===== src/rtl/sar_seq_pkg.sv =====
package sar_seq_pkg;
  localparam int SLOT_W = 5;

  // strobes from the frame control to the datapath
  typedef struct packed {
    logic              load;   // capture the sample word
    logic              emit;   // frame is open and its data is valid
    logic              drive;  // frame is open
    logic [SLOT_W-1:0] slot;   // serial clock falling edges seen in frame
  } seqStrobe_t;
endpackage


===== src/rtl/sar_seq_ctrl.sv =====
module sar_seq_ctrl
  import sar_seq_pkg::*;
#(
  parameter int AZ_CLKS    = 3,
  parameter int FRAME_CLKS = 16
) (
  input  logic       clk,
  input  logic       rstN,
  input  logic       csN,
  input  logic       sclk,
  output seqStrobe_t strobe,
  output logic       compPower,
  output logic       autoZero,
  output logic       trackMode,
  output logic       powerOnDone
);
  localparam logic [SLOT_W-1:0] LastSlot  = SLOT_W'(FRAME_CLKS);
  localparam logic [SLOT_W-1:0] DoneSlot  = SLOT_W'(FRAME_CLKS - 1);
  localparam logic [SLOT_W-1:0] AzEndSlot = SLOT_W'(AZ_CLKS);

  logic              csQ, sclkQ, inFrame, dummyFrame, primed;
  logic [SLOT_W-1:0] slotCnt;
  logic              csFall, csRise, sclkFall;

  assign csFall   = csQ & ~csN;
  assign csRise   = ~csQ & csN;
  assign sclkFall = sclkQ & ~sclk;

  always_ff @(posedge clk or negedge rstN) begin
    if (!rstN) begin
      csQ        <= 1'b1;
      sclkQ      <= 1'b1;
      inFrame    <= 1'b0;
      dummyFrame <= 1'b0;
      primed     <= 1'b0;
      slotCnt    <= '0;
    end else begin
      csQ   <= csN;
      sclkQ <= sclk;
      if (csFall) begin
        inFrame    <= 1'b1;
        dummyFrame <= ~primed;
        slotCnt    <= '0;
      end else if (csN) begin
        inFrame <= 1'b0;
      end else if (inFrame && sclkFall && slotCnt < LastSlot) begin
        slotCnt <= slotCnt + 1'b1;
      end
      if (csRise && inFrame) primed <= 1'b1;
    end
  end

  always_comb begin
    strobe.load  = csFall;
    strobe.drive = inFrame;
    strobe.emit  = inFrame & ~dummyFrame;
    strobe.slot  = slotCnt;
  end

  assign compPower   = inFrame && (slotCnt < DoneSlot);
  assign autoZero    = inFrame && (slotCnt < AzEndSlot);
  assign trackMode   = !inFrame || (slotCnt >= DoneSlot);
  assign powerOnDone = primed;
endmodule


===== src/rtl/sar_seq_datapath.sv =====
module sar_seq_datapath
  import sar_seq_pkg::*;
#(
  parameter int WIDTH   = 12,
  parameter int AZ_CLKS = 3
) (
  input  logic             clk,
  input  logic             rstN,
  input  seqStrobe_t       strobe,
  input  logic [WIDTH-1:0] sampleIn,
  output logic             sdoData
);
  localparam int IDX_W     = $clog2(WIDTH);
  localparam int FIRST_OUT = AZ_CLKS + 1;

  logic [WIDTH-1:0] holdReg;
  logic             bitSel;

  always_ff @(posedge clk or negedge rstN) begin
    if (!rstN)            holdReg <= '0;
    else if (strobe.load) holdReg <= sampleIn;
  end

  always_comb begin
    int rel;
    rel    = int'(strobe.slot) - FIRST_OUT;
    bitSel = 1'b0;
    if (rel >= 0 && rel < WIDTH) bitSel = holdReg[IDX_W'(WIDTH - 1 - rel)];
  end

  assign sdoData = strobe.emit & bitSel;
endmodule


===== src/rtl/sar_serial_seq.sv =====
module sar_serial_seq
  import sar_seq_pkg::*;
#(
  parameter int WIDTH      = 12,
  parameter int AZ_CLKS    = 3,
  parameter int FRAME_CLKS = 16
) (
  input  logic             clk,
  input  logic             rstN,
  input  logic             csN,
  input  logic             sclk,
  input  logic [WIDTH-1:0] sampleIn,
  output logic             sdoData,
  output logic             sdoDrive,
  output logic             compPower,
  output logic             autoZero,
  output logic             trackMode,
  output logic             powerOnDone
);
  seqStrobe_t strobe;

  sar_seq_ctrl #(.AZ_CLKS(AZ_CLKS), .FRAME_CLKS(FRAME_CLKS)) ctrl_i (
    .clk(clk), .rstN(rstN), .csN(csN), .sclk(sclk), .strobe(strobe),
    .compPower(compPower), .autoZero(autoZero), .trackMode(trackMode),
    .powerOnDone(powerOnDone)
  );

  sar_seq_datapath #(.WIDTH(WIDTH), .AZ_CLKS(AZ_CLKS)) dp_i (
    .clk(clk), .rstN(rstN), .strobe(strobe), .sampleIn(sampleIn),
    .sdoData(sdoData)
  );

  assign sdoDrive = strobe.drive;
endmodule


===== config.mk =====
export PLATFORM = sky130hd
export DESIGN_NAME = sar_serial_seq
export DESIGN_NICKNAME = d
export VERILOG_FILES = /design/src/rtl/sar_seq_pkg.sv /design/src/rtl/sar_seq_ctrl.sv /design/src/rtl/sar_seq_datapath.sv /design/src/rtl/sar_serial_seq.sv
export SDC_FILE = /design/constraint.sdc
export NUM_CORES = 1
export LEC_CHECK = 0
export CAP_MARGIN = 40
export CORE_ASPECT_RATIO = 1.75
export CORE_MARGIN = 5
export CORE_UTILIZATION = 45
export DETAILED_ROUTE_END_ITERATION = 12
export GPL_TIMING_DRIVEN = 0
export PLACE_DENSITY = 0.79
export SYNTH_ARGS = -nofsm -noshare
export SYNTH_HDL_FRONTEND = slang
export SYNTH_SLANG_ARGS = --single-unit
export TNS_END_PERCENT = 100

===== constraint.sdc =====
create_clock -name clk -period 2.5 [get_ports clk]
set_clock_uncertainty 0.1 [all_clocks]
set_input_delay 0.75 -clock clk [delete_from_list [all_inputs] [get_ports clk]]
set_output_delay 0.75 -clock clk [all_outputs]
set_load 0.02 [all_outputs]

# Word level (Yosys, flattened, before mapping)
# Cells that the tools add are included.
# op_classes
magnitude_cmp	7
muxes	9
eq_ne	1
n_addsub	3
n_bitwise	10
n_reduce_logical	11
# ops
op	n
5-bit two-way mux	3
6-bit by 1-bit greater-or-equal comparator with 1-bit output, second input constant	1
1-bit logical AND	6
4-bit by 6-bit < comparator with 1-bit output, second input constant	1
6-bit by 5-bit < comparator with 1-bit output, second input constant	1
5-bit by 3-bit subtractor with 6-bit output, second input constant	1
5-bit by 1-bit adder with 5-bit output, second input constant	1
1-bit AND	5
5-bit by 4-bit greater-or-equal comparator with 1-bit output, second input constant	1
5-bit by 2-bit < comparator with 1-bit output, second input constant	1
5-bit by 4-bit < comparator with 1-bit output, second input constant	1
5-bit < comparator, second input constant	1
1-bit two-way mux	5
1-bit NOT	5
1-bit binary-select mux with 4-bit select	1
2-bit nonzero test	2
4-bit subtractor, first input constant	1
2-bit by 1-bit != test with 1-bit output, second input constant	1
2-bit AND reduction	1
1-bit logical NOT	1
1-bit logical OR	1
# totals
output_inout_bits	6
regBits	22
word_cells	48
inputBits	16

# Longest topological paths before layout
# Gate-level depths: netlist of run 1.
# depth
word_depth	7
depth_mapped	5
mapped_depth_nobuf	5

# Cells and area by module
# From an unflattened synthesis of run 1, not the netlist that was laid out.
# hier_totals
hier_cells	82
hier_area_um2	1068.5
# by_module_without_submodules
mod	seq_area_each_um2	instances	area_per_inst_um2	cells_each
sar_seq_datapath	300.3	1	549.3	35
sar_seq_ctrl	252.7	1	519.2	47

# Worst setup path after synthesis of run 1
# Ideal clock, no wire load.
# synth_path
kind	register -> output
startpoint	register ctrl_i.inFrame
endpoint	output port autoZero
path_slack_ns	-0.076
path_buffers	0
path_stages_with_launch	3
t_arrival_ns	1.726
required_ns	1.650
path_cell_list	dfrtp_1 -> nand2_1 -> a2111oi_0
# synth_between
elab_chain_cells	1
# synth_lines
item	line_no	rtl
start: declaration	sar_seq_ctrl.sv:21	logic csQ, sclkQ, inFrame, dummyFrame, primed;
start signal: assignment	sar_seq_ctrl.sv:33	inFrame <= 1'b0;
start signal: assignment	sar_seq_ctrl.sv:41	inFrame <= 1'b1;
start signal: assignment	sar_seq_ctrl.sv:45	inFrame <= 1'b0;
1-bit logical AND	sar_seq_ctrl.sv:61	assign autoZero = inFrame && (slotCnt < AzEndSlot);
end: declaration	sar_serial_seq.sv:16	output logic autoZero,
# Every way passes these cells.

# Final worst setup path of run 1
# layout_path
startpoint	register ctrl_i.slotCnt[0]
endpoint	output port sdoData
# layout_between
elab_chain_cells	7
# layout_lines
item	line_no	rtl
start: declaration	sar_seq_ctrl.sv:22	logic [SLOT_W-1:0] slotCnt;
start signal: assignment	sar_seq_ctrl.sv:47	slotCnt <= slotCnt + 1'b1;
5-bit by 3-bit subtractor with 6-bit output (*)	sar_seq_datapath.sv:26	rel = int'(strobe.slot) - FIRST_OUT;
4-bit subtractor	sar_seq_datapath.sv:28	if (rel >= 0 && rel < WIDTH) bitSel = holdReg[IDX_W'(WIDTH - 1 - rel)];
1-bit binary-select mux with 4-bit select	sar_seq_datapath.sv:28	
1-bit two-way mux (not written as such) (2 in a row)	sar_seq_datapath.sv:28	
1-bit two-way mux (*)	sar_seq_datapath.sv:28	
1-bit AND (*)	sar_seq_datapath.sv:31	assign sdoData = strobe.emit & bitSel;
end: declaration	sar_serial_seq.sv:13	output logic sdoData,
# Mark *: on every way between the ends. The rest lies on a longest branch, timed or not. The select of a mux whose other input is x is not followed.

==> impl_results.md, run 1 <==
* Seq/Total Area, Yosys at 0.533
* Hold Crit Start: dp_i.holdReg[10]
* R2R setup slack at 0.96 ns
* Clock latency on the worst-skew pair at 0.26 ns
* Hold path cells at 2
* Number of synthesized flops with an enable pin at 0
* RD Place Congestion at 0.841
* Worst r2r src: ctrl_i.slotCnt[0]
* Layout cell share with drive strength beyond 1 at 0.173
* Cells along the critical path: buf_6 -> mux4_2 -> o22ai_2 -> nor4_1 -> buf_2
* Critical path depth in cells at 5
* GRT Util Overall at 0.142
* Multi-input logic area at 448 um^2
* Clock power share at 0.316
* Worst r2r dst: ctrl_i.slotCnt[4]
* Status: finished, violations left
* Crit. End Element: output port
* Syn_area_per_cell at 9.80 um^2
* Count leader, synth: nand2_1
* Fill count at 201
* Mapped cell area at 1040 um^2
* Largest cells by area after synthesis: dfrtp_1, nand2_1, dfstp_2, mux4_2, mux2i_1
* Crit share post-route at 1.01
* Final Setup Violations at 1
* Hold crit path type: register to register
* Max FO, Critical Path at 8
* Worst path slowest cell: dfrtp_1
* Internal at 600 uW
* Vias at 852
* CTS root buf: clkbuf_8
* Minimum clock period at 2.53 ns
* Pre-CTS setup slack at -0.165 ns
* Global-route wire length before repair at 3470 um
* Clock buffer depth at 2
* Syn_nets at 124
* Hold Path Sink: dp_i.holdReg[10]
* CTS HTree Levels at 1
* Worst path max stage delay at 0.39 ns
* Max cap viols at 0
* Post-Route WL at 2150 um
* Post-synth top flop: dfrtp_1
* Initial drt markers at 14
* Synth-to-layout area growth at 30.5%
* Grt total ovfl at 0
* R2R depth at 5
* Synth async-reset ratio at 1.00
* Residual DRC at 0
* Port Buf Inserts at 21
* Rel. slew slack at 0.754
* Violated checks: setup timing
* Drt first pass iters at 4
* Final ANT Viol Nets at 0
* F_max at 395 MHz
* Grt met2 use at 0.239
* Clock slew at reported path FFs at 0.08 ns
* Layout net count at 152
* Worst setup startpoint: ctrl_i.slotCnt[0]
* Fin. Hold Viols at 0
* CTS buffer count at 3
* Setup ws final at -0.0304 ns
* Ports at 22
* Crit path buf inv count at 2
* GR peak layer: met2
* Net Switching at 199 uW
* WP data arrival at 1.68 ns
* Fin util at 0.604
* Post-synth top area share at 0.482
* Combinational share of power at 0.168
* CP Data Required Time at 1.65 ns
* Initial antenna violation count at 0
* Area leader, netlist: dfrtp_1
* Pin count of the biggest net entering global routing at 17
* FF/Latch Area at 553 um^2
* CTS tree: done
* Max VDD drop at 0.000364 V
* Synth Register Bits at 22
* Pins Over Slew Limit at 0
* Unique masters post-synth at 28
* Met1 usage at 0.151
* Yosys warns at 0
* Commonest cells in the netlist: nand2_1, dfrtp_1, nor2_1
* Diodes inserted at 0
* Sw frac at 0.249
* Setup Crit Path Kind: register to output port
* Die height at 73.6 um
* Number of global-route vias before repair at 855
* Met3 Usage GRT at 0.0221
* Setup crit start kind: register
* Core Area at 2240 um^2
* Hpwl dp at 1640 um
* CTS Sinks at 22
* Die X at 46.3 um
* WL/cell at 13.6 um
* Vias/cell at 5.39
* Unrepaired setup endpoints after global routing: yes
* Die area at 3410 um^2
* Syn Inst Count at 106
* Starting density of the core at 0.463
* Seq pwr share at 0.516
* Power density over the cells at 590 nW/um^2
* CTS Hold Buffers Added at 0
* Crit path max-delay family: flip-flops
* P_leak at 0.000646 uW
* Rows at 23
* Worst-Margin Slew at 0.367 ns
==> cells in the final DEF (no fill, tap or decap) <==
master / instances
a2111oi_1: 1
a21oi_1: 2
a311oi_2: 1
a31o_2: 1
a31oi_1: 1
a41oi_1: 1
and2b_1: 1
and3_1: 1
and4bb_2: 1
buf_2: 5
buf_4: 1
buf_6: 1
buf_8: 1
clkbuf_2: 1
clkbuf_8: 5
clkdlybuf4s50_1: 17
dfrtp_1: 20
dfstp_2: 2
dlygate4sd2_1: 1
ha_1: 2
inv_1: 3
mux2_2: 1
mux2i_1: 3
mux4_2: 2
nand2_1: 41
nand2b_1: 3
nand4_1: 1
nor2_1: 6
nor3b_1: 1
nor4_1: 1
o21ai_0: 3
o22ai_2: 1
xnor2_1: 1
==> timing repair <==
item / in CTS / in global routing
gates resized for setup: 7 / 9
buffers inserted: 0 / 1
pin swaps: 0 / 0
hold endpoints to repair: 0 / 0
setup endpoints to repair: 4 / 3
==> cells by family after synthesis <==
kind of cell / share of synthesized area
xor gates and xnor gates: 0.00844
adders and majority gates: 0.0241
buffers and inverters: 0.0494
AOI/OAI and AO/OA: 0.0699
and+or+nand+nor: 0.233
muxes: 0.0831
DFF: 0.533
==> through the flow <==
stage | cell area (um^2) | power (uW) | cells | setup TNS (ns) | hold WS [ns]
2_1_floorplan | 1040 | 487 | 106 | 0 | 0.340
3_3_place_gp | 1280 | 544 | 152 | -0.170 | 0.354
3_5_place_dp | 1300 | 554 | 153 | -0.170 | 0.362
4_1_cts | 1350 | 802 | 157 | -0.163 | 0.381
5_1_grt | 1360 | 833 | 158 | -0.101 | 0.402
6_report | 1360 | 800 | 158 | -0.0304 | 0.375
==> worst min-delay path: stages (launching register included) <==
cell	delay, ns
dfrtp_1	0.34
nand2_1	0.05
nand2_1	0.05
==> power groups by stage <==
stage / combinational (uW) / sequential (uW) / clock (uW)
floorplan: 73.7 / 413 / 0
global placement: 128 / 417 / 0
detailed placement: 134 / 420 / 0
CTS: 132 / 412 / 258
global route: 152 / 416 / 265
finish: 134 / 412 / 253
==> metal layers <==
metal	part of all wire	wire [um]
met4	0.038	82
met5	0	0
met1	0.39	841
met2	0.53	1140
met3	0.042	90
==> flip-flops by register name, summed over array words and instances (netlist names) <==
register / count
dp_i.holdReg: 12
ctrl_i.slotCnt: 5
ctrl_i.csQ: 1
ctrl_i.dummyFrame: 1
ctrl_i.inFrame: 1
ctrl_i.powerOnDone: 1
ctrl_i.sclkQ: 1
==> how the worst max path moves through the flow <==
stage,endpoint,slack (ns)
final,sdoData,-0.03
after global routing,sdoData,-0.10
after CTS,sdoData,-0.15
after detailed placement,sdoData,-0.17
after global placement,sdoData,-0.17
after floorplan,sdoData,0.07
==> final cells by class <==
cell class,count,area share
flip-flops and latches,22,0.408
plain buffers,5,0.0295
repair buffers,23,0.160
well taps,25,0.0231
multi-input cells,76,0.331
inverters,3,0.00831
clock buffers,4,0.0406
Power figures use the tool's default switching activity.
==> inputs of run 2 (changes only) <==
CTS_CLUSTER_SIZE = 28   (was default)
GPL_TIMING_DRIVEN = default   (was 0)
==> run 2 against run 1 <==
The run now ends clean. Critical path type unchanged. Count of clock-buffer cells in the layout unchanged. Via count down 2.2%. Setup slack better by 0.054 ns. Sequential cell count unchanged.
==> impl_results.md, run 2 (synthesis gave the netlist of run 1 again) <==
* WP data arrival at 1.63 ns (-0.05 ns)
* Clock slew at reported path FFs at 0.07 ns (about the same)
* Crit share post-route at 0.991 (-0.0215)
* Commonest non-fill, non-tap cell in the layout: nand2_1
* Seq pwr share at 0.545 (+0.029)
* Worst-Margin Slew at 0.490 ns (+0.123 ns)
* Largest register by flop count: dp_i.holdReg
* Rel. slew slack at 0.673 (-0.0812)
* Max VDD drop at 0.000356 V (-2.1%)
* P_leak at 0.000643 uW (-0.44%)
* Met3 WL at 108 um (+20%)
* F_max at 404 MHz (+2.2%)
* Placed insts at 156 (+2.0%)
* Core Area at 2240 um^2 (unchanged)
* Combinational share of power at 0.167 (about the same)
* RD Place Congestion at 0.852 (+1.2%)
* Layout net count at 154 (+1.3%)
* Commonest cells after routing, fill and taps aside: nand2_1, dfrtp_1, clkdlybuf4s50_1
* CP Data Required Time at 1.65 ns (about the same)
* Power density over the cells at 567 nW/um^2 (-3.9%)
* GRT Util Overall at 0.147 (+0.00442)
* Fin Setup TNS at 0 ns (+0.0304 ns)
* Layout cell share with drive strength beyond 1 at 0.178 (+0.00485)
* Synth-to-layout area growth at 29.4%
* Sw frac at 0.251 (+0.00209)
* Pins Over Slew Limit at 0 (unchanged)
* Hpwl dp at 1700 um (+3.2%)
* Final ANT Viol Nets at 0 (unchanged)
* CTS Sinks at 22 (unchanged)
* Pre-CTS setup slack at -0.158 ns (+0.00732 ns)
* Crit path buf inv count at 1 (-1)
* Minimum clock period at 2.48 ns (-0.0537 ns)
* Worst path max stage delay at 0.47 ns (+0.08 ns)
* Vias at 833 (-2.2%)
* CTS tree: done
* Max reg flops at 12 (unchanged)
* Fin. Hold Viols at 0 (unchanged)
* Max FO, Critical Path at 7 (-1)
* Setup Crit Path Kind: register to output port
* Status: completed
* Final Setup Violations at 0 (-1)
* Setup crit start kind: register
* Number of global-route vias before repair at 863 (+0.94%)
* Net Switching at 191 uW (-3.9%)
* Die area at 3410 um^2 (unchanged)
* Post-Route WL at 2180 um (+1.3%)
* Clock buffer depth at 2 (unchanged)
* Grt total ovfl at 0 (unchanged)
* Residual DRC at 0 (unchanged)
* Clock power share at 0.287 (-0.029)
* Cells along the critical path: mux4_2 -> o22ai_1 -> nor4_1 -> clkbuf_2
* Clock latency on the worst-skew pair at 0.25 ns (about the same)
* CTS HTree Levels at 1 (unchanged)
* Unrepaired setup endpoints after global routing: yes
* Setup ws final at 0.0233 ns (+0.0537 ns)
* CTS buffer count at 3 (unchanged)
* Metal-1 WL at 773 um (-8.1%)
* Crit path max-delay family: flip-flops
* Initial antenna violation count at 0 (unchanged)
* Hold crit path type: register to register
* Worst path slowest cell: dfrtp_2
* Port Buf Inserts at 21 (unchanged)
* Die height at 73.6 um (unchanged)
* CTS Hold Buffers Added at 0 (unchanged)
* Rows at 23 (unchanged)
* Metal2 WL at 1230 um (+7.6%)
* Max cap viols at 0 (unchanged)
* Uppermost routed layer: met4
* Internal at 571 uW (-4.9%)
* WL/cell at 13.6 um (about the same)
* Fin cells at 160 (+1.3%)
* Diodes inserted at 0 (unchanged)
* Final hold slack at 0.381 ns (+0.00693 ns)
* Die X at 46.3 um (unchanged)
* Largest registers: dp_i.holdReg (12), ctrl_i.slotCnt (5)
* CTS root buf: clkbuf_8
* Vias/cell at 5.21 (-3.5%)
* Crit. End Element: output port
* Drt first pass iters at 4 (unchanged)
* Starting density of the core at 0.463 (unchanged)
* Global-route wire length before repair at 3590 um (+3.6%)
* Pin count of the biggest net entering global routing at 23 (+6)
* Initial drt markers at 9 (-5)
* Ports at 22 (unchanged)
* R2R setup slack at 0.88 ns (-0.08 ns)
[run 2: final cells by class]
type,instances,area [um^2]
Inverter,3,11.3
Sequential cell,22,554
Multi-Input combinational cell,76,440
Tap cell,25,31.3
Clock buffer,4,45.0
Fill cell,208,901
Timing Repair Buffer,30,262
[run 2: per-stage QoR]
step	utilization	power [uW]	area (um^2)
after floorplan	-	487	1040
after global placement	0.583	549	1310
after detailed placement	0.583	555	1310
after CTS	0.600	769	1350
after global routing	0.599	805	1340
final	0.599	762	1340
[run 2: power by group through the flow]
stage               combinational [uW]  sequential (uW)  clock [uW]
floorplan                         73.7              413           0
global placement                   127              422           0
detailed placement                 133              423           0
CTS                                130              416         223
global route                       142              421         242
finish                             128              416         219
[run 2: worst paths after layout]
check	start	to	cells past startpoint
worst max-delay path	ctrl_i.slotCnt[0]	sdoData	4
worst min-delay path	dp_i.holdReg[2]	dp_i.holdReg[2]	2
worst max register to register	ctrl_i.slotCnt[1]	ctrl_i.slotCnt[4]	5
worst min register to register	dp_i.holdReg[2]	dp_i.holdReg[2]	2
max in group asynchronous	rstN	ctrl_i.csQ	2
min in group asynchronous	rstN	ctrl_i.slotCnt[2]	2
[run 2: worst min-delay path: cells and delay by family, from the launching register on]
family / cells / cell delay, ns
and+or+nand+nor: 2 / 0.11
DFF: 1 / 0.34
[run 2: layer usage]
metal / track usage / up-vias
met2: 0.261 / 23
met5: 0 / -
met1: 0.151 / 394
met4: 0.0823 / 0
met3: 0.0270 / 8
li1: - / 408
[run 2: timing repair]
action | CTS | global route
endpoints found under the setup margin | 4 | 3
setup buffers | 0 | 0
resized for setup | 9 | 6
==> inputs of run 3 (changes only) <==
PLACE_DENSITY = 0.83   (was 0.79)
SYNTH_HIERARCHICAL = 1   (was default)
==> run 3 against run 2 <==
Combinational power decreased by 5%. Via count decreased by 8.2%. Setup slack improved by 0.0054 ns. Register-to-register slack got worse by 0.15 ns. Sequential share of layout area decreased by 2.5 points. Cell count decreased by 13%. Hold slack improved by 0.0072 ns. Clock power increased by 51%. Critical path type unchanged. Critical endpoint unchanged.
==> impl_results.md, run 3 <==
* Seq/Total Area, Yosys at 0.518 (-0.0150)
* Syn_area_per_cell at 13.0 um^2 (+33%)
* Vias/cell at 5.50 (+5.7%)
* CTS Sinks at 22 (unchanged)
* Metal-1 WL at 795 um (+2.8%)
* Clock buffer depth at 2 (unchanged)
* Pwr Total at 864 uW (+13%)
* Starting density of the core at 0.470 (+0.00735)
* Final ANT Viol Nets at 0 (unchanged)
* Synth async-reset ratio at 1.00 (unchanged)
* Mapped cell area at 1070 um^2 (+2.9%)
* Fin cells at 139 (-13%)
* Fin util at 0.631 (+0.0326)
* Diodes inserted at 0 (unchanged)
* CP Data Required Time at 1.65 ns (about the same)
* Ports at 22 (unchanged)
* Minimum clock period at 2.47 ns (-0.00539 ns)
* Crit share post-route at 0.989 (-0.00216)
* Unrepaired setup endpoints after global routing: yes
* CTS buffer count at 3 (unchanged)
* Syn_nets at 100 (-19%)
* Uppermost routed layer: met4
* Fin. Hold Viols at 0 (unchanged)
* Fin Setup TNS at 0 ns (unchanged)
* Unique masters post-synth at 35 (+25%)
* Met3 WL at 83 um (-23%)
* Die X at 46.8 um (+1.1%)
* Pins Over Slew Limit at 0 (unchanged)
* Syn Inst Count at 82 (-23%)
* WP data arrival at 1.62 ns (about the same)
* Residual DRC at 0 (unchanged)
* Max reg flops at 12 (unchanged)
* Worst Setup EP: sdoData
* Metal2 WL at 1250 um (+2.4%)
* Fill count at 182 (-13%)
* Vias at 765 (-8.2%)
* Commonest non-fill, non-tap cell in the layout: dfrtp_1
* Die area at 3490 um^2 (+2.4%)
* Synth Register Bits at 22 (unchanged)
* RD Place Congestion at 0.748 (-12%)
* Count leader, synth: dfrtp_1
* Setup ws final at 0.0287 ns (+0.00539 ns)
* Commonest cells in the netlist: dfrtp_1, mux2_2, nand2b_1
* Area leader, netlist: dfrtp_1
* Rel. slew slack at 0.672 (-0.00144)
* Hold crit path type: register to register
* Placed insts at 135 (-13%)
* Final Setup Violations at 0 (unchanged)
* Pin count of the biggest net entering global routing at 23 (unchanged)
* WL/cell at 15.8 um (+16%)
* Core Area at 2270 um^2 (+1.3%)
* Post-synth top area share at 0.468 (-0.0135)
* Global-route wire length before repair at 3620 um (+0.58%)
* Initial drt markers at 22 (+13)
* CTS root buf: clkbuf_8
* Number of global-route vias before repair at 780 (-9.6%)
* Crit. End Element: output port
* Max cap viols at 0 (unchanged)
* Largest register by flop count: dp_i/holdReg
* Worst-Margin Slew at 0.492 ns (+0.00162 ns)
* Setup crit start kind: register
* Worst setup startpoint: ctrl_i/slotCnt[0]
* CTS Hold Buffers Added at 0 (unchanged)
* Die height at 74.5 um (+1.2%)
* P_leak at 0.000602 uW (-6.5%)
* Setup Crit Path Kind: register to output port
* Largest registers: dp_i/holdReg (12), ctrl_i/slotCnt (5)
* Post-synth top flop: dfrtp_1
* Clock slew at reported path FFs at 0.08 ns (about the same)
* Port Buf Inserts at 21 (unchanged)
* Max FO, Critical Path at 5 (-2)
* GRT Util Overall at 0.147 (+0.000218)
* F_max at 405 MHz (+0.22%)
* Multi-input logic area at 489 um^2 (+11%)
* Commonest cells after routing, fill and taps aside: dfrtp_1, clkdlybuf4s50_1, mux2_2
* Rows at 23 (unchanged)
* Worst r2r src: ctrl_i/csQ
* Clock latency on the worst-skew pair at 0.27 ns (+0.02 ns)
* Number of synthesized flops with an enable pin at 0 (unchanged)
* Worst r2r dst: dp_i/holdReg[4]
* R2R setup slack at 0.73 ns (-0.15 ns)
* Synth-to-layout area growth at 34.3%
* Largest cells by area after synthesis: dfrtp_1, mux2_2, dfstp_2, mux4_1, ha_1
* Layout cell share with drive strength beyond 1 at 0.351 (+0.173)
* Post-Route WL at 2200 um (+0.78%)
* Initial antenna violation count at 0 (unchanged)
* Pre-CTS setup slack at -0.128 ns (+0.0301 ns)
* Status: completed
* R2R depth at 3 (-2)
* FF/Latch Area at 556 um^2 (+0.23%)
* Hpwl dp at 1730 um (+2.2%)
* Drt first pass iters at 4 (unchanged)
* CTS tree: done
* Layout net count at 133 (-14%)
* Power density over the cells at 602 nW/um^2 (+6.2%)
* Grt total ovfl at 0 (unchanged)
* Max VDD drop at 0.000418 V (+17%)
* CTS HTree Levels at 1 (unchanged)
* Yosys warns at 6 (+6)
==> run 3: cell types whose count changed after synthesis, sizes merged, moves of 2 or more <==
cell	change
nand2	-38
mux2	+11
nor2	-3
nand3b	+2
o21ai	-2
o21bai	+2
==> run 3: worst min path at each step <==
stage | startpoint | to | slack, ns | depth (start not counted)
global placement | ctrl_i/dummyFrame | ctrl_i/dummyFrame | 0.37 | 2
floorplan | rstN | ctrl_i/dummyFrame | 0.35 | 0
global route | dp_i/holdReg[1] | dp_i/holdReg[1] | 0.43 | 1
detailed placement | ctrl_i/dummyFrame | ctrl_i/dummyFrame | 0.38 | 2
finish | ctrl_i/powerOnDone | ctrl_i/dummyFrame | 0.39 | 1
CTS | ctrl_i/powerOnDone | ctrl_i/dummyFrame | 0.40 | 1
==> run 3: final cells by class <==
| class | count | share of cell area |
|---|---|---|
| flip-flops and latches | 22 | 0.387 |
| multi-input cells | 53 | 0.341 |
| repair buffers | 32 | 0.193 |
| clock buffers | 3 | 0.0288 |
| well taps | 25 | 0.0218 |
| clock inverters | 1 | 0.0209 |
| inverters | 3 | 0.00785 |
==> run 3: logic make-up after synthesis <==
kind of cell | synth area share
DFF | 0.518
and+or+nand+nor | 0.128
muxes | 0.191
AOI/OAI and AO/OA | 0.107
buffers and inverters | 0.0340
adders and majority gates | 0.0234
==> run 3: metal layers <==
metal | global-route usage | vias to the layer above
li1 | - | 370
met5 | 0 | -
met3 | 0.0242 | 7
met1 | 0.166 | 373
met2 | 0.250 | 15
met4 | 0.0831 | 0
==> run 3: report_power, final <==
group	leakage, uW	total [uW]	internal [uW]	switching, uW
clock network	0.0000357	331	214	117
logic	0.000303	122	73.7	48.7
registers	0.000263	411	391	20.0
total	0.000602	864	678	186
==> run 3: what timing repair did <==
item                                    CTS  global route
endpoints found under the hold margin     0             0
resized for setup                        13             4
buffers inserted                          0             0
endpoints found under the setup margin    4             3
==> run 3: per-stage QoR <==
| stage | cell area (um^2) | hold slack [ns] |
|---|---|---|
| finish | 1440 | 0.389 |
| global route | 1440 | 0.429 |
| CTS | 1440 | 0.396 |
| detailed placement | 1370 | 0.383 |
| global placement | 1370 | 0.369 |
| floorplan | 1070 | 0.350 |
==> run 3: critical path, cell delays in order (launching register included) <==
cell and delay (ns):
dfrtp_2 0.42, mux4_2 0.52, o2111ai_2 0.17, a21oi_1 0.08, buf_2 0.16
